File: src/rtl/rxbd_pkg.sv
package rxbd_pkg;
  localparam int LEN_W = 16;
  localparam int WORD_W = 32;
  // status bit positions within descriptor word 0
  localparam int BIT_READY = 31;
  localparam int BIT_WRAP = 30;
  localparam int BIT_LAST = 17;
  localparam int BIT_ERR = 16;

  localparam logic [1:0] SEL_MAXLEN = 2'd0;
  localparam logic [1:0] SEL_BASE = 2'd1;
  localparam logic [1:0] SEL_PTR = 2'd2;

  typedef enum logic [2:0] {
    OP_NONE,
    OP_RD_STAT,
    OP_RD_ADDR,
    OP_WR_BYTE,
    OP_WR_STAT
  } memOp_t;

  typedef struct packed {
    memOp_t op;
    logic   loadWrap;
    logic   loadPtr;
    logic   storeByte;
    logic   byteDone;
    logic   advance;
  } strobes_t;
endpackage

File: src/rtl/rxbd_ctrl.sv
module rxbd_ctrl
  import rxbd_pkg::*;
(
  input  logic     clk,
  input  logic     rstN,
  input  logic     rxEnable,
  input  logic     inValid,
  input  logic     inEof,
  input  logic     inErr,
  input  logic     memAck,
  input  logic     descReady,
  input  logic     remOne,
  input  logic     holdEnd,
  output strobes_t stb,
  output logic     inReady,
  output logic     memReq,
  output logic     busy
);
  typedef enum logic [2:0] {
    S_IDLE, S_FETCH_STAT, S_FETCH_ADDR, S_RECV, S_WRITE, S_CLOSE, S_DROP
  } state_t;

  state_t state, nextState;

  always_ff @(posedge clk) begin
    if (!rstN) state <= S_IDLE;
    else       state <= nextState;
  end

  always_comb begin
    nextState     = state;
    stb.op        = OP_NONE;
    stb.loadWrap  = 1'b0;
    stb.loadPtr   = 1'b0;
    stb.storeByte = 1'b0;
    stb.byteDone  = 1'b0;
    stb.advance   = 1'b0;
    inReady       = 1'b0;
    case (state)
      S_IDLE: if (rxEnable && inValid) nextState = S_FETCH_STAT;
      S_FETCH_STAT: begin
        stb.op = OP_RD_STAT;
        if (memAck) begin
          stb.loadWrap = 1'b1;
          nextState = descReady ? S_FETCH_ADDR : S_DROP;
        end
      end
      S_FETCH_ADDR: begin
        stb.op = OP_RD_ADDR;
        if (memAck) begin
          stb.loadPtr = 1'b1;
          nextState = S_RECV;
        end
      end
      S_RECV: begin
        inReady = 1'b1;
        if (inValid) begin
          stb.storeByte = 1'b1;
          nextState = S_WRITE;
        end
      end
      S_WRITE: begin
        stb.op = OP_WR_BYTE;
        if (memAck) begin
          stb.byteDone = 1'b1;
          nextState = (holdEnd || remOne) ? S_CLOSE : S_RECV;
        end
      end
      S_CLOSE: begin
        stb.op = OP_WR_STAT;
        if (memAck) begin
          stb.advance = 1'b1;
          nextState = S_IDLE;
        end
      end
      S_DROP: begin
        inReady = 1'b1;
        if (inValid && (inEof || inErr)) nextState = S_IDLE;
      end
      default: nextState = S_IDLE;
    endcase
  end

  assign memReq = (stb.op != OP_NONE);
  assign busy   = (state == S_DROP);
endmodule

File: src/rtl/rxbd_dpath.sv
module rxbd_dpath
  import rxbd_pkg::*;
#(
  parameter int ADDR_W = 32,
  parameter logic [ADDR_W-1:0] BASE_RST = '0,
  parameter logic [LEN_W-1:0] MAXLEN_RST = 16'd64
) (
  input  logic              clk,
  input  logic              rstN,
  input  logic              rxEnable,
  input  logic              cfgWe,
  input  logic [1:0]        cfgSel,
  input  logic [WORD_W-1:0] cfgWData,
  output logic              cfgErr,
  input  logic [7:0]        inData,
  input  logic              inEof,
  input  logic              inErr,
  input  strobes_t          stb,
  input  logic [WORD_W-1:0] memRData,
  output logic [ADDR_W-1:0] memAddr,
  output logic [WORD_W-1:0] memWData,
  output logic              memWr,
  output logic              memByte,
  output logic              descReady,
  output logic              remOne,
  output logic              holdEnd
);
  localparam int LEN_ALIGN = 5;
  localparam int DESC_ALIGN = 3;
  localparam logic [ADDR_W-1:0] DESC_BYTES = ADDR_W'(8);
  localparam logic [ADDR_W-1:0] ADDR_OFS = ADDR_W'(4);

  logic [ADDR_W-1:0] tableBase, descPtr, bufPtr;
  logic [LEN_W-1:0]  maxLen, remaining, count;
  logic [7:0]        holdData;
  logic              holdEof, holdErr, wrapFlag;

  logic [ADDR_W-1:0] cfgAddr;
  logic              lenOk, addrOk;
  assign cfgAddr = cfgWData[ADDR_W-1:0];
  assign lenOk   = (cfgWData[LEN_ALIGN-1:0] == '0) && (cfgWData[WORD_W-1:LEN_W] == '0)
                && (cfgWData[LEN_W-1:LEN_ALIGN] != '0);
  assign addrOk  = (cfgAddr[DESC_ALIGN-1:0] == '0);

  always_ff @(posedge clk) begin
    if (!rstN) begin
      tableBase <= BASE_RST;
      descPtr   <= BASE_RST;
      maxLen    <= MAXLEN_RST;
      cfgErr    <= 1'b0;
    end else begin
      cfgErr <= 1'b0;
      if (stb.advance) descPtr <= wrapFlag ? tableBase : descPtr + DESC_BYTES;
      if (cfgWe && !rxEnable) begin
        case (cfgSel)
          SEL_MAXLEN: if (lenOk) maxLen <= cfgWData[LEN_W-1:0]; else cfgErr <= 1'b1;
          SEL_BASE: begin
            if (addrOk) begin
              tableBase <= cfgAddr;
              descPtr   <= cfgAddr;
            end else cfgErr <= 1'b1;
          end
          SEL_PTR: if (addrOk) descPtr <= cfgAddr; else cfgErr <= 1'b1;
          default: ;
        endcase
      end
    end
  end

  always_ff @(posedge clk) begin
    if (!rstN) begin
      bufPtr    <= '0;
      remaining <= '0;
      count     <= '0;
      holdData  <= '0;
      holdEof   <= 1'b0;
      holdErr   <= 1'b0;
      wrapFlag  <= 1'b0;
    end else begin
      if (stb.loadWrap) wrapFlag <= memRData[BIT_WRAP];
      if (stb.loadPtr) begin
        bufPtr    <= memRData[ADDR_W-1:0];
        remaining <= maxLen;
        count     <= '0;
        holdEof   <= 1'b0;
        holdErr   <= 1'b0;
      end
      if (stb.storeByte) begin
        holdData <= inData;
        holdEof  <= inEof;
        holdErr  <= inErr;
      end
      if (stb.byteDone) begin
        bufPtr    <= bufPtr + ADDR_W'(1);
        remaining <= remaining - LEN_W'(1);
        count     <= count + LEN_W'(1);
      end
    end
  end

  logic closeLast;
  assign closeLast = holdEof && !holdErr;

  always_comb begin
    memAddr  = descPtr;
    memWData = '0;
    memWr    = 1'b0;
    memByte  = 1'b0;
    case (stb.op)
      OP_RD_ADDR: memAddr = descPtr + ADDR_OFS;
      OP_WR_BYTE: begin
        memAddr  = bufPtr;
        memWData = {24'b0, holdData};
        memWr    = 1'b1;
        memByte  = 1'b1;
      end
      OP_WR_STAT: begin
        memWData = {1'b0, wrapFlag, 12'b0, closeLast, holdErr, count};
        memWr    = 1'b1;
      end
      default: ;
    endcase
  end

  assign descReady = memRData[BIT_READY];
  assign remOne    = (remaining == LEN_W'(1));
  assign holdEnd   = holdEof || holdErr;
endmodule

File: src/rtl/rxbd_ring.sv
module rxbd_ring
  import rxbd_pkg::*;
#(
  parameter int ADDR_W = 32,
  parameter logic [ADDR_W-1:0] BASE_RST = '0,
  parameter logic [15:0] MAXLEN_RST = 16'd64
) (
  input  logic              clk,
  input  logic              rstN,
  input  logic              rxEnable,
  input  logic              cfgWe,
  input  logic [1:0]        cfgSel,
  input  logic [31:0]       cfgWData,
  output logic              cfgErr,
  input  logic              inValid,
  output logic              inReady,
  input  logic [7:0]        inData,
  input  logic              inEof,
  input  logic              inErr,
  output logic              busy,
  output logic              memReq,
  input  logic              memAck,
  output logic              memWr,
  output logic              memByte,
  output logic [ADDR_W-1:0] memAddr,
  output logic [31:0]       memWData,
  input  logic [31:0]       memRData
);
  strobes_t stb;
  logic descReady, remOne, holdEnd;

  rxbd_ctrl u_ctrl (
    .clk(clk), .rstN(rstN), .rxEnable(rxEnable), .inValid(inValid),
    .inEof(inEof), .inErr(inErr), .memAck(memAck), .descReady(descReady),
    .remOne(remOne), .holdEnd(holdEnd), .stb(stb), .inReady(inReady),
    .memReq(memReq), .busy(busy)
  );

  rxbd_dpath #(.ADDR_W(ADDR_W), .BASE_RST(BASE_RST), .MAXLEN_RST(MAXLEN_RST)) u_dp (
    .clk(clk), .rstN(rstN), .rxEnable(rxEnable), .cfgWe(cfgWe), .cfgSel(cfgSel),
    .cfgWData(cfgWData), .cfgErr(cfgErr), .inData(inData), .inEof(inEof),
    .inErr(inErr), .stb(stb), .memRData(memRData), .memAddr(memAddr),
    .memWData(memWData), .memWr(memWr), .memByte(memByte),
    .descReady(descReady), .remOne(remOne), .holdEnd(holdEnd)
  );
endmodule

File: config.mk
export PLATFORM = sky130hd
export DESIGN_NAME = rxbd_ring
export DESIGN_NICKNAME = d
export VERILOG_FILES = /design/src/rtl/rxbd_pkg.sv /design/src/rtl/rxbd_ctrl.sv /design/src/rtl/rxbd_dpath.sv /design/src/rtl/rxbd_ring.sv
export SDC_FILE = /design/constraint.sdc
export NUM_CORES = 1
export LEC_CHECK = 0
export ABC_AREA = 1
export BUFFER_PORTS_ARGS = -buffer_cell sky130_fd_sc_hd__clkbuf_2
export CORE_MARGIN = 5
export CORE_UTILIZATION = 45
export CTS_CLUSTER_DIAMETER = 30
export DETAILED_ROUTE_END_ITERATION = 12
export GPL_TIMING_DRIVEN = 1
export PLACE_DENSITY = 0.65
export SYNTH_ARGS = -nofsm -noshare
export SYNTH_HDL_FRONTEND = slang
export SYNTH_SLANG_ARGS = --single-unit
File: constraint.sdc
create_clock -name clk -period 3.9 [get_ports clk]
set_input_delay 0.195 -clock clk [delete_from_list [all_inputs] [get_ports clk]]
set_output_delay 0.195 -clock clk [all_outputs]
set_load 0.05 [all_outputs]
* Word level (Yosys, flattened, before mapping)
Cells that the tools add are included.
Cells by class: add/sub/neg operators 5, multiply operators 0, divide/modulo/power cells 0, magnitude comparators 0, equality and inequality tests 19, shift-type cells 0, multiplexer cells 40, bitwise operators 0, reduce and logical (&&, ||, !) cells 27
Operators by type and width (count):
- $mux W32 | 7
- $mux W16 | 4
- $pmux W32 S2 | 1
- $pmux W31 S2 | 1
- $add A32 B1 Y32 const B | 1
- $add A32 B3 Y32 const B | 1
- $add A32 B4 Y32 const B | 1
- $mux W3 | 9
- $pmux W3 S7 | 1
- $add A16 B1 Y16 const B | 1
- $eq A16 B1 Y1 const B | 1
- $logic_not A16 Y1 | 1
- $sub A16 B1 Y16 const B | 1
- $mux W1 | 15
- $eq A3 B2 Y1 const B | 4
- $eq A3 B3 Y1 const B | 4
- $pmux W3 S4 | 1
- $reduce_bool A11 Y1 | 1
- $ne A2 B2 Y1 const B | 5
- $reduce_and A7 Y1 | 1
- $logic_and A1 B1 Y1 | 6
- $logic_not A3 Y1 | 2
- $reduce_and A3 Y1 | 2
- $reduce_or A2 Y1 | 3
- other kinds (12) | 17
Word-level totals: register bits after elaboration 159, latch bits 0, bits in writable memories 0, memory bits (read-only) 0, input bits 82, output and inout bits 70, word-level logic and storage cells 103, memories kept 0

* Depth between registers and ports, before layout
Gate-level depths: netlist of the first run.
depth in word-level cells 6, gate-level depth with buffers 12, mapped depth without buffers 11

* Hierarchy
From an unflattened synthesis of the first run, not the netlist that was laid out.
Unflattened totals: cell total of the unflattened synthesis 1673, area, all modules 10326.2 um^2
By module, submodules not included:
- rxbd_dpath | times used 1, cells each 1609, area an instance 9978.3 um^2, sequential area each 3123.0 um^2
- rxbd_ctrl | times used 1, cells each 64, area an instance 347.8 um^2, sequential area each 60.1 um^2

* Worst setup path before layout of the first run
Ideal clock, no wire load.
path kind reg2out, from register u_ctrl.state[2], to output memAddr[0], arrival 2.172 ns, data required time 3.705 ns, path slack 1.533 ns, stages on the path, launching flop included 6, path buffers 3, cell sequence dfxtp_1 buf_4 nand2_4 buf_2 clkbuf_1 o21ai_0
On the way: cells in the longest elaborated chain, start to end 4, elaborated cells between the ends (all ways) 8, those cells by class 6 x eq/ne; 2 x mux
Ends and longest elaborated chain:
- from (decl) | RTL line rxbd_ctrl.sv:23 | state_t state, nextState;
- from (signal assigned) | RTL line rxbd_ctrl.sv:27 | else state <= nextState;
- $eq A3 B3 Y1, or another cell as far along | RTL line rxbd_ctrl.sv:39 | case (state)
- $pmux W3 S4 * | RTL line rxbd_ctrl.sv:39
- $eq A3 B2 Y1 | RTL line rxbd_dpath.sv:109 | case (stb.op)
- $pmux W32 S2 * | RTL line rxbd_dpath.sv:109
- to (decl) | RTL line rxbd_ring.sv:25 | output logic [ADDR_W-1:0] memAddr,
Every way passes the cells marked *; elsewhere a longest branch is shown, timed or not.

* Worst setup path after layout of the first run
from register u_dp.descPtr[2], to output memAddr[24]
On the way: cells in the longest elaborated chain, start to end 2
Ends and longest elaborated chain:
- from (decl) | RTL line rxbd_dpath.sv:33 | logic [ADDR_W-1:0] tableBase, descPtr, bufPtr;
- from (signal assigned) | RTL line rxbd_dpath.sv:53 | if (stb.advance) descPtr <= wrapFlag ? tableBase : descPtr + DESC_BYTES;
- from (signal assigned) | RTL line rxbd_dpath.sv:60 | descPtr <= cfgAddr;
- $add A32 B3 Y32 | RTL line rxbd_dpath.sv:110 | OP_RD_ADDR: memAddr = descPtr + ADDR_OFS;
- $pmux W32 S2 | RTL line rxbd_dpath.sv:109
No other way between the ends.

==> flow_summary.html, run 1 <==
<table>
<tr><th>Metric</th><th>Value</th></tr>
<tr><th colspan="2">Setup path</th></tr>
<tr><td>Worst endpoint data arrival time</td><td>a little under 3000 ps</td></tr>
<tr><td>Startpoint type of the worst setup path</td><td>flip-flop</td></tr>
<tr><td>Crit path launch</td><td>u_dp.descPtr[2]</td></tr>
<tr><td>Startpoint of the most critical register-to-register path</td><td>u_ctrl.state[2]</td></tr>
<tr><td>Dominant cell type by count on the critical path</td><td>nand2_1</td></tr>
<tr><td>Endpoint type of the worst setup path</td><td>output port</td></tr>
<tr><td>Sequence of cells on the critical path</td><td>buf_4 &gt; ha_1 &gt; nand2_1 &gt; nor2_1 &gt; nand2_1 &gt; nor2_1 &gt; nand2_1 &gt; o21ai_0 &gt; nand3_1 &gt; clkbuf_2</td></tr>
<tr><td>Critical path endpoint</td><td>memAddr[24]</td></tr>
<tr><td>Setup slack on the worst flop-to-flop path</td><td>1080 ps</td></tr>
<tr><td>Count of cells along the worst register-to-register path</td><td>9</td></tr>
<tr><td>Slowest cell on the critical path</td><td>dfxtp_1</td></tr>
<tr><td>Max stage delay on crit path</td><td>around 320 ps</td></tr>
<tr><td>Critical path peak fanout</td><td>12</td></tr>
<tr><td>Worst endpoint required time</td><td>around 3700 ps</td></tr>
<tr><td>Worst flop-to-flop path endpoint</td><td>u_dp.bufPtr[26]</td></tr>
<tr><td>Worst Path Class, Setup</td><td>reg2out</td></tr>
<tr><th colspan="2">Synthesis</th></tr>
<tr><td>Proportion of netlist area held by the largest area contributor</td><td>0.305</td></tr>
<tr><td>List of most frequent post-synthesis cells</td><td>nand2_1 (446), nor2_1 (248), inv_1 (179)</td></tr>
<tr><td>Post-synth top flop</td><td>dfxtp_1</td></tr>
<tr><td>Number of distinct standard cells referenced by the synthesized netlist</td><td>just under 50</td></tr>
<tr><td>Netlist area before placement</td><td>between 10,000 and 15,000 um^2</td></tr>
<tr><td>Synth Instances</td><td>about 1,700</td></tr>
<tr><td>Most numerous cell in the Yosys netlist</td><td>nand2_1</td></tr>
<tr><td>Avg Inst Size Synth</td><td>around 6 um^2</td></tr>
<tr><td>Ys async rst share</td><td>0</td></tr>
<tr><td>Number of enable-type register cells in the synthesized netlist</td><td>0</td></tr>
<tr><td>Register area share after synthesis</td><td>0.305</td></tr>
<tr><td>Number of flip-flops and latches in the synthesized netlist</td><td>around 160</td></tr>
<tr><td>Number of synthesis warnings</td><td>0</td></tr>
<tr><td>Yosys top cell by area</td><td>dfxtp_1</td></tr>
<tr><td>Leading post-synthesis cells by cell area</td><td>dfxtp_1 (31%), nand2_1 (16%), nor2_1 (8.9%)</td></tr>
<tr><th colspan="2">CTS</th></tr>
<tr><td>Inserted Clock Buffers</td><td>17</td></tr>
<tr><td>Clock root buffer</td><td>clkbuf_16</td></tr>
<tr><td>Clock input transition at the sequential cells of the worst setup and hold paths</td><td>roughly 80 ps</td></tr>
<tr><td>CTS tree</td><td>done</td></tr>
<tr><td>Number of buffers on the longest clock path</td><td>2</td></tr>
<tr><td>Post-cts gate resize count</td><td>0</td></tr>
<tr><td>Clock sinks</td><td>~160</td></tr>
<tr><td>CTS HTree Levels</td><td>4</td></tr>
<tr><td>Clock insertion delay at the later pin of the skew report</td><td>roughly 440 ps</td></tr>
<tr><th colspan="2">Route</th></tr>
<tr><td>1st-pass router iterations</td><td>5</td></tr>
<tr><td>Vias per cell</td><td>5.51</td></tr>
<tr><td>Total routed wirelength</td><td>36.8 mm</td></tr>
<tr><td>Number of nets still failing antenna checks after routing</td><td>0</td></tr>
<tr><td>Drt first-iter violations</td><td>1,159</td></tr>
<tr><td>Post-route DRC violation count</td><td>0</td></tr>
<tr><td>DR WL/cell</td><td>between 15 and 20 um</td></tr>
<tr><td>Vias</td><td>11,700</td></tr>
<tr><th colspan="2">Power and ir drop</th></tr>
<tr><td>Power density over the cells</td><td>379 nW/um^2</td></tr>
<tr><td>Part of the total power dissipated in sequential elements</td><td>0.398</td></tr>
<tr><td>Share of total power consumed by net switching</td><td>0.367</td></tr>
<tr><td>Proportion of power drawn by combinational gates</td><td>0.212</td></tr>
<tr><td>NetSw</td><td>roughly 1.6 mW</td></tr>
<tr><td>Leakage power figure</td><td>roughly 4.7 nW</td></tr>
<tr><td>Design internal power</td><td>between 2 and 3 mW</td></tr>
<tr><td>Pwr Total</td><td>roughly 4.5 mW</td></tr>
<tr><td>Clock group share of total power</td><td>0.390</td></tr>
<tr><td>Maximum VDD drop</td><td>between 0.2 and 0.3 mV</td></tr>
<tr><th colspan="2">Placement</th></tr>
<tr><td>Post-detailed-placement half-perimeter wirelength</td><td>~28 mm</td></tr>
<tr><td>Number of I/O port buffers</td><td>about 140</td></tr>
<tr><td>Final Wtd Congestion</td><td>roughly 0.97</td></tr>
<tr><th colspan="2">Finish</th></tr>
<tr><td>Diodes inserted</td><td>0</td></tr>
<tr><td>Area growth, synth to finish</td><td>12.7%</td></tr>
<tr><td>Total number of nets in the final design</td><td>1,918</td></tr>
<tr><td>Layout cell share with drive strength beyond 1</td><td>0.115</td></tr>
<tr><th colspan="2">Floorplan</th></tr>
<tr><td>Number of placement rows</td><td>55</td></tr>
<tr><td>Number of I/O pins</td><td>~150</td></tr>
<tr><td>Core area</td><td>approximately 23,000 um^2</td></tr>
<tr><td>Die X</td><td>about 160 um</td></tr>
<tr><td>Initial core utilization</td><td>0.459</td></tr>
<tr><td>Vert. Die Dim</td><td>about 160 um</td></tr>
<tr><td>Die area</td><td>approximately 26,000 um^2</td></tr>
<tr><th colspan="2">GRT</th></tr>
<tr><td>Via count of the first global-routing pass</td><td>10,600</td></tr>
<tr><td>Antenna violations before repair</td><td>0</td></tr>
<tr><td>Total congestion overflow after global routing</td><td>0</td></tr>
<tr><td>Wire length of the first global-routing pass</td><td>58.2 mm</td></tr>
<tr><td>Maximum number of pins on one net before global-route repair</td><td>64</td></tr>
<tr><td>Total Routing Usage GR</td><td>0.274</td></tr>
<tr><th colspan="2">Timing</th></tr>
<tr><td>Slew at the pin with the worst max-slew slack</td><td>slightly below 900 ps</td></tr>
<tr><td>Final setup violating endpoints</td><td>0</td></tr>
<tr><td>Total count of hold-check failures in the final report</td><td>0</td></tr>
<tr><td>Final Max Slew Viols</td><td>0</td></tr>
<tr><td>Max_slew headroom</td><td>0.407</td></tr>
<tr><td>Unrepaired setup endpoints after global routing</td><td>false</td></tr>
<tr><td>Period utilization</td><td>0.796</td></tr>
<tr><td>Achievable Freq</td><td>0.322 GHz</td></tr>
<tr><td>Total negative slack for setup checks</td><td>0 ps</td></tr>
<tr><td>Worst clock skew on the final layout</td><td>about 15 ps</td></tr>
<tr><td>Fin crit period</td><td>3110 ps</td></tr>
<tr><th colspan="2">Outcome</th></tr>
<tr><td>Status</td><td>finished, final reports clean</td></tr>
<tr><th colspan="2">Hold path</th></tr>
<tr><td>Tightest Hold Check Type</td><td>in2reg</td></tr>
<tr><th colspan="2">Job</th></tr>
<tr><td>Max-capacitance violation count</td><td>0</td></tr>
</table>
-- per-stage QoR --
stage / setup slack, ps / cell area [um^2] / instances / utilization / hold WS (ps)
after global placement: 1260 / 11100 / 2090 / 0.490 / 421
after detailed placement: 1130 / 11100 / 2090 / 0.490 / 426
after floorplan: 1530 / 10500 / 1750 / - / 330
after CTS: 775 / 11800 / 2125 / 0.518 / 1.62
final: 795 / 11800 / 2125 / 0.518 / 8.64
after global routing: 516 / 11800 / 2125 / 0.518 / 17.3
-- worst max-delay path: cells and delay by family (launching register included) --
| family | cells | cell delay [ps] |
|---|---|---|
| buffers and inverters | 2 | 460 |
| and+or+nand+nor | 6 | 1200 |
| DFF | 1 | 320 |
| adders and majority gates | 1 | 210 |
| AOI/OAI and AO/OA | 1 | 270 |
-- layer usage --
metal | track usage | wire length, um | vias to the layer above
li1 | - | - | 5823
met1 | 0.408 | 17000 | 5397
met2 | 0.406 | 15800 | 453
met3 | 0.0500 | 3140 | 43
met4 | 0.0723 | 786 | 0
met5 | 0 | 0 | -
-- power groups by stage --
stage / combinational [mW] / clock [mW] / sequential, mW
after floorplan: 0.721 / 0 / 1.77
after global placement: 0.922 / 0 / 1.81
after detailed placement: 0.930 / 0 / 1.81
after CTS: 0.937 / 1.76 / 1.77
after global routing: 1.04 / 1.84 / 1.78
final: 0.945 / 1.74 / 1.77
-- cell families after synthesis --
kind of cell	after synthesis	share of synthesized area
compound gates	379	0.196
other cells	1	0.000360
buf+inv	280	0.114
flops	159	0.305
simple gates	894	0.360
fa+ha+maj	9	0.0108
xor+xnor	16	0.0134
-- layout make-up --
type | instances | area [um^2]
Fill cell | 2418 | 11000
Multi-Input combinational cell | 1311 | 6110
Sequential cell | 159 | 3180
Timing Repair Buffer | 152 | 803
Inverter | 186 | 701
Clock buffer | 17 | 425
Tap cell | 285 | 357
Clock inverter | 15 | 180
-- flip-flops by register name, indices dropped and copies added (netlist names) --
name            flops
u_dp.holdEof        1
u_dp.cfgErr         1
u_dp.tableBase     32
u_dp.holdErr        1
u_dp.holdData       8
u_dp.wrapFlag       1
u_dp.count         16
u_dp.remaining     16
u_dp.maxLen        16
u_ctrl.state        3
u_dp.bufPtr        32
u_dp.descPtr       32
-- repair_timing --
item / in CTS / in global routing
buffers inserted: 0 / 0
hold endpoints to repair: 3 / 0
hold buffers: 3 / 0
-- worst min-delay path by stage --
stage | from | endpoint | cells past startpoint
6_report | cfgWData[19] | u_dp.tableBase[19] | 3
4_1_cts | cfgWData[19] | u_dp.tableBase[19] | 3
5_1_grt | cfgWData[19] | u_dp.tableBase[19] | 3
3_5_place_dp | u_dp.tableBase[0] | u_dp.tableBase[0] | 2
2_1_floorplan | cfgWData[10] | u_dp.maxLen[10] | 2
3_3_place_gp | u_dp.tableBase[2] | u_dp.tableBase[2] | 2
-- layout by cell type (no fill, tap or decap), types with 14 or more instances in the layout --
cell type,instances
inv_1,179
nand3_1,140
nand2_1,446
clkbuf_16,17
o221ai_1,19
o21ai_0,177
xor2_1,16
nor3_1,16
a21oi_1,143
nand4_1,14
dfxtp_1,159
clkbuf_2,138
nor2_1,248
Note: power is estimated with default switching activity, not from simulation.
==> run 2, diff against run 1 <==
==> constraint.sdc (replaced) <==
create_clock -name clk -period 2.95 [get_ports clk]
set_input_delay 0.1475 -clock clk [delete_from_list [all_inputs] [get_ports clk]]
set_output_delay 0.1475 -clock clk [all_outputs]
set_load 0.05 [all_outputs]
==> flow_summary.html, run 2 (synthesized netlist as in run 1, its figures left out) <==
<table>
<tr><th>Metric</th><th>Value</th></tr>
<tr><th colspan="2">CTS</th></tr>
<tr><td>CTS HTree Levels</td><td>4</td></tr>
<tr><td>CTS tree</td><td>done</td></tr>
<tr><td>Clock root buffer</td><td>clkbuf_16</td></tr>
<tr><td>Clock input transition at the sequential cells of the worst setup and hold paths</td><td>approximately 70 ps</td></tr>
<tr><td>Number of buffers added for setup after CTS</td><td>0</td></tr>
<tr><td>Clock sinks</td><td>159</td></tr>
<tr><td>Inserted Clock Buffers</td><td>17</td></tr>
<tr><td>Number of buffers on the longest clock path</td><td>2</td></tr>
<tr><td>Clock insertion delay at the later pin of the skew report</td><td>440 ps</td></tr>
<tr><th colspan="2">Route</th></tr>
<tr><td>Post-route DRC violation count</td><td>0</td></tr>
<tr><td>Drt first-iter violations</td><td>1,224</td></tr>
<tr><td>Number of nets still failing antenna checks after routing</td><td>0</td></tr>
<tr><td>DR WL/cell</td><td>~17 um</td></tr>
<tr><td>Total routed wirelength</td><td>around 37 mm</td></tr>
<tr><td>Vias per cell</td><td>between 5 and 6</td></tr>
<tr><td>Vias</td><td>around 12,000</td></tr>
<tr><td>1st-pass router iterations</td><td>7</td></tr>
<tr><th colspan="2">Timing</th></tr>
<tr><td>Period utilization</td><td>0.929</td></tr>
<tr><td>Final Max Slew Viols</td><td>0</td></tr>
<tr><td>Fin crit period</td><td>roughly 2700 ps</td></tr>
<tr><td>Worst clock skew on the final layout</td><td>between 15 and 20 ps</td></tr>
<tr><td>Slew at the pin with the worst max-slew slack</td><td>between 900 and 1000 ps</td></tr>
<tr><td>Unrepaired setup endpoints after global routing</td><td>false</td></tr>
<tr><td>Final setup violating endpoints</td><td>0</td></tr>
<tr><td>Achievable Freq</td><td>between 0.3 and 0.4 GHz</td></tr>
<tr><td>Total count of hold-check failures in the final report</td><td>0</td></tr>
<tr><td>Total negative slack for setup checks</td><td>0 ps</td></tr>
<tr><td>Max_slew headroom</td><td>0.378</td></tr>
<tr><th colspan="2">Finish</th></tr>
<tr><td>Multi-input gate area</td><td>6110 um^2</td></tr>
<tr><td>Commonest cells after routing, fill and taps aside</td><td>nand2_1 (446), nor2_1 (246), inv_1 (179)</td></tr>
<tr><td>Area taken by flip-flops and latches</td><td>approximately 3200 um^2</td></tr>
<tr><td>Layout cell share with drive strength beyond 1</td><td>0.119</td></tr>
<tr><td>Most common library cell in the layout ignoring fill and taps</td><td>nand2_1</td></tr>
<tr><td>Area growth, synth to finish</td><td>14.5%</td></tr>
<tr><td>Leading registers by flop count</td><td>u_dp.bufPtr (32), u_dp.descPtr (32), u_dp.tableBase (32)</td></tr>
<tr><td>Fill cell instance count of the final layout</td><td>around 2,400</td></tr>
<tr><td>Share of the core filled with cells in the final layout</td><td>0.526</td></tr>
<tr><td>Total number of nets in the final design</td><td>approximately 1,900</td></tr>
<tr><td>Diodes inserted</td><td>0</td></tr>
<tr><th colspan="2">Setup path</th></tr>
<tr><td>Endpoint type of the worst setup path</td><td>output port</td></tr>
<tr><td>Worst endpoint data arrival time</td><td>about 2600 ps</td></tr>
<tr><td>Worst Path Class, Setup</td><td>reg2out</td></tr>
<tr><td>Count of cells along the worst register-to-register path</td><td>10</td></tr>
<tr><td>Startpoint type of the worst setup path</td><td>flip-flop</td></tr>
<tr><td>Critical path peak fanout</td><td>6</td></tr>
<tr><td>Worst endpoint required time</td><td>around 2800 ps</td></tr>
<tr><th colspan="2">GRT</th></tr>
<tr><td>Total congestion overflow after global routing</td><td>0</td></tr>
<tr><td>Via count of the first global-routing pass</td><td>about 11,000</td></tr>
<tr><td>Total Routing Usage GR</td><td>0.275</td></tr>
<tr><td>Wire length of the first global-routing pass</td><td>58.3 mm</td></tr>
<tr><td>Antenna violations before repair</td><td>0</td></tr>
<tr><td>Maximum number of pins on one net before global-route repair</td><td>98</td></tr>
<tr><th colspan="2">Hold path</th></tr>
<tr><td>Tightest Hold Check Type</td><td>in2reg</td></tr>
<tr><td>Hold Path Cell Cnt</td><td>3</td></tr>
<tr><th colspan="2">Floorplan</th></tr>
<tr><td>Number of placement rows</td><td>55</td></tr>
<tr><td>Vert. Die Dim</td><td>between 150 and 200 um</td></tr>
<tr><td>Number of I/O pins</td><td>roughly 150</td></tr>
<tr><td>Die area</td><td>between 20,000 and 30,000 um^2</td></tr>
<tr><td>Initial core utilization</td><td>0.459</td></tr>
<tr><td>Die X</td><td>around 160 um</td></tr>
<tr><td>Core area</td><td>around 23,000 um^2</td></tr>
<tr><th colspan="2">Placement</th></tr>
<tr><td>Number of I/O port buffers</td><td>between 100 and 150</td></tr>
<tr><td>Post-detailed-placement half-perimeter wirelength</td><td>between 20 and 30 mm</td></tr>
<tr><td>Final Wtd Congestion</td><td>just under 1</td></tr>
<tr><th colspan="2">Power and ir drop</th></tr>
<tr><td>Maximum VDD drop</td><td>approximately 0.32 mV</td></tr>
<tr><td>Power density over the cells</td><td>around 490 nW/um^2</td></tr>
<tr><td>Pwr Total</td><td>5.83 mW</td></tr>
<tr><td>Leakage power figure</td><td>around 4.7 nW</td></tr>
<tr><th colspan="2">Job</th></tr>
<tr><td>Max-capacitance violation count</td><td>0</td></tr>
<tr><th colspan="2">Outcome</th></tr>
<tr><td>Status</td><td>finished, final reports clean</td></tr>
</table>
## run 2: final timing paths
check	start	end	slack, ps
min	cfgWData[20]	u_dp.descPtr[20]	20
max reg2reg	u_ctrl.state[1]	u_dp.bufPtr[11]	700
min reg2reg	u_dp.maxLen[1]	u_dp.maxLen[1]	440
max	u_dp.descPtr[4]	memAddr[25]	210
## run 2: power by group
part | switching, mW | leakage [nW] | internal (mW) | total, mW
Combinational | 0.919 | 3.18 | 0.367 | 1.29
Clock | 1.08 | 0.280 | 1.12 | 2.20
Sequential | 0.119 | 1.28 | 2.23 | 2.35
Total | 2.11 | 4.75 | 3.72 | 5.83
## run 2: metrics by stage
step,cell area (um^2),setup WS (ps),std cells,hold WS (ps)
final,11900,209,2148,16.8
after global routing,11900,6.27,2148,28.1
after CTS,11900,97.8,2148,1.44
after detailed placement,11200,595,2097,402
after global placement,11200,640,2097,403
after floorplan,10500,631,1750,282
## run 2: critical path: stages, from the launching register on
cell	delay, ps
dfxtp_1	420
ha_1	290
nand3_2	150
nor2_2	210
nand3_1	190
inv_1	130
nand2_1	110
o21ai_0	160
nand2_1	70
o21bai_1	130
clkbuf_2	290
## run 2: area by class of cell
class,count,area share
Tap cell,285,0.0299
Clock buffer,17,0.0356
Timing Repair Buffer,175,0.0851
Clock inverter,15,0.0125
Inverter,186,0.0587
Sequential cell,159,0.267
Multi-Input combinational cell,1311,0.512
## run 2: metal layers
metal  wire, um  share of wire  GRT usage
met1      17300           0.47      0.407
met2      16000           0.43      0.411
met3       3060          0.083     0.0495
met4        731          0.020     0.0738
met5          0              0          0
## run 2: timing repair
item,4_1_cts,5_1_grt
gates resized for setup,0,3
hold buffers,19,0
setup endpoints to repair,0,5
endpoints found under the hold margin,19,0
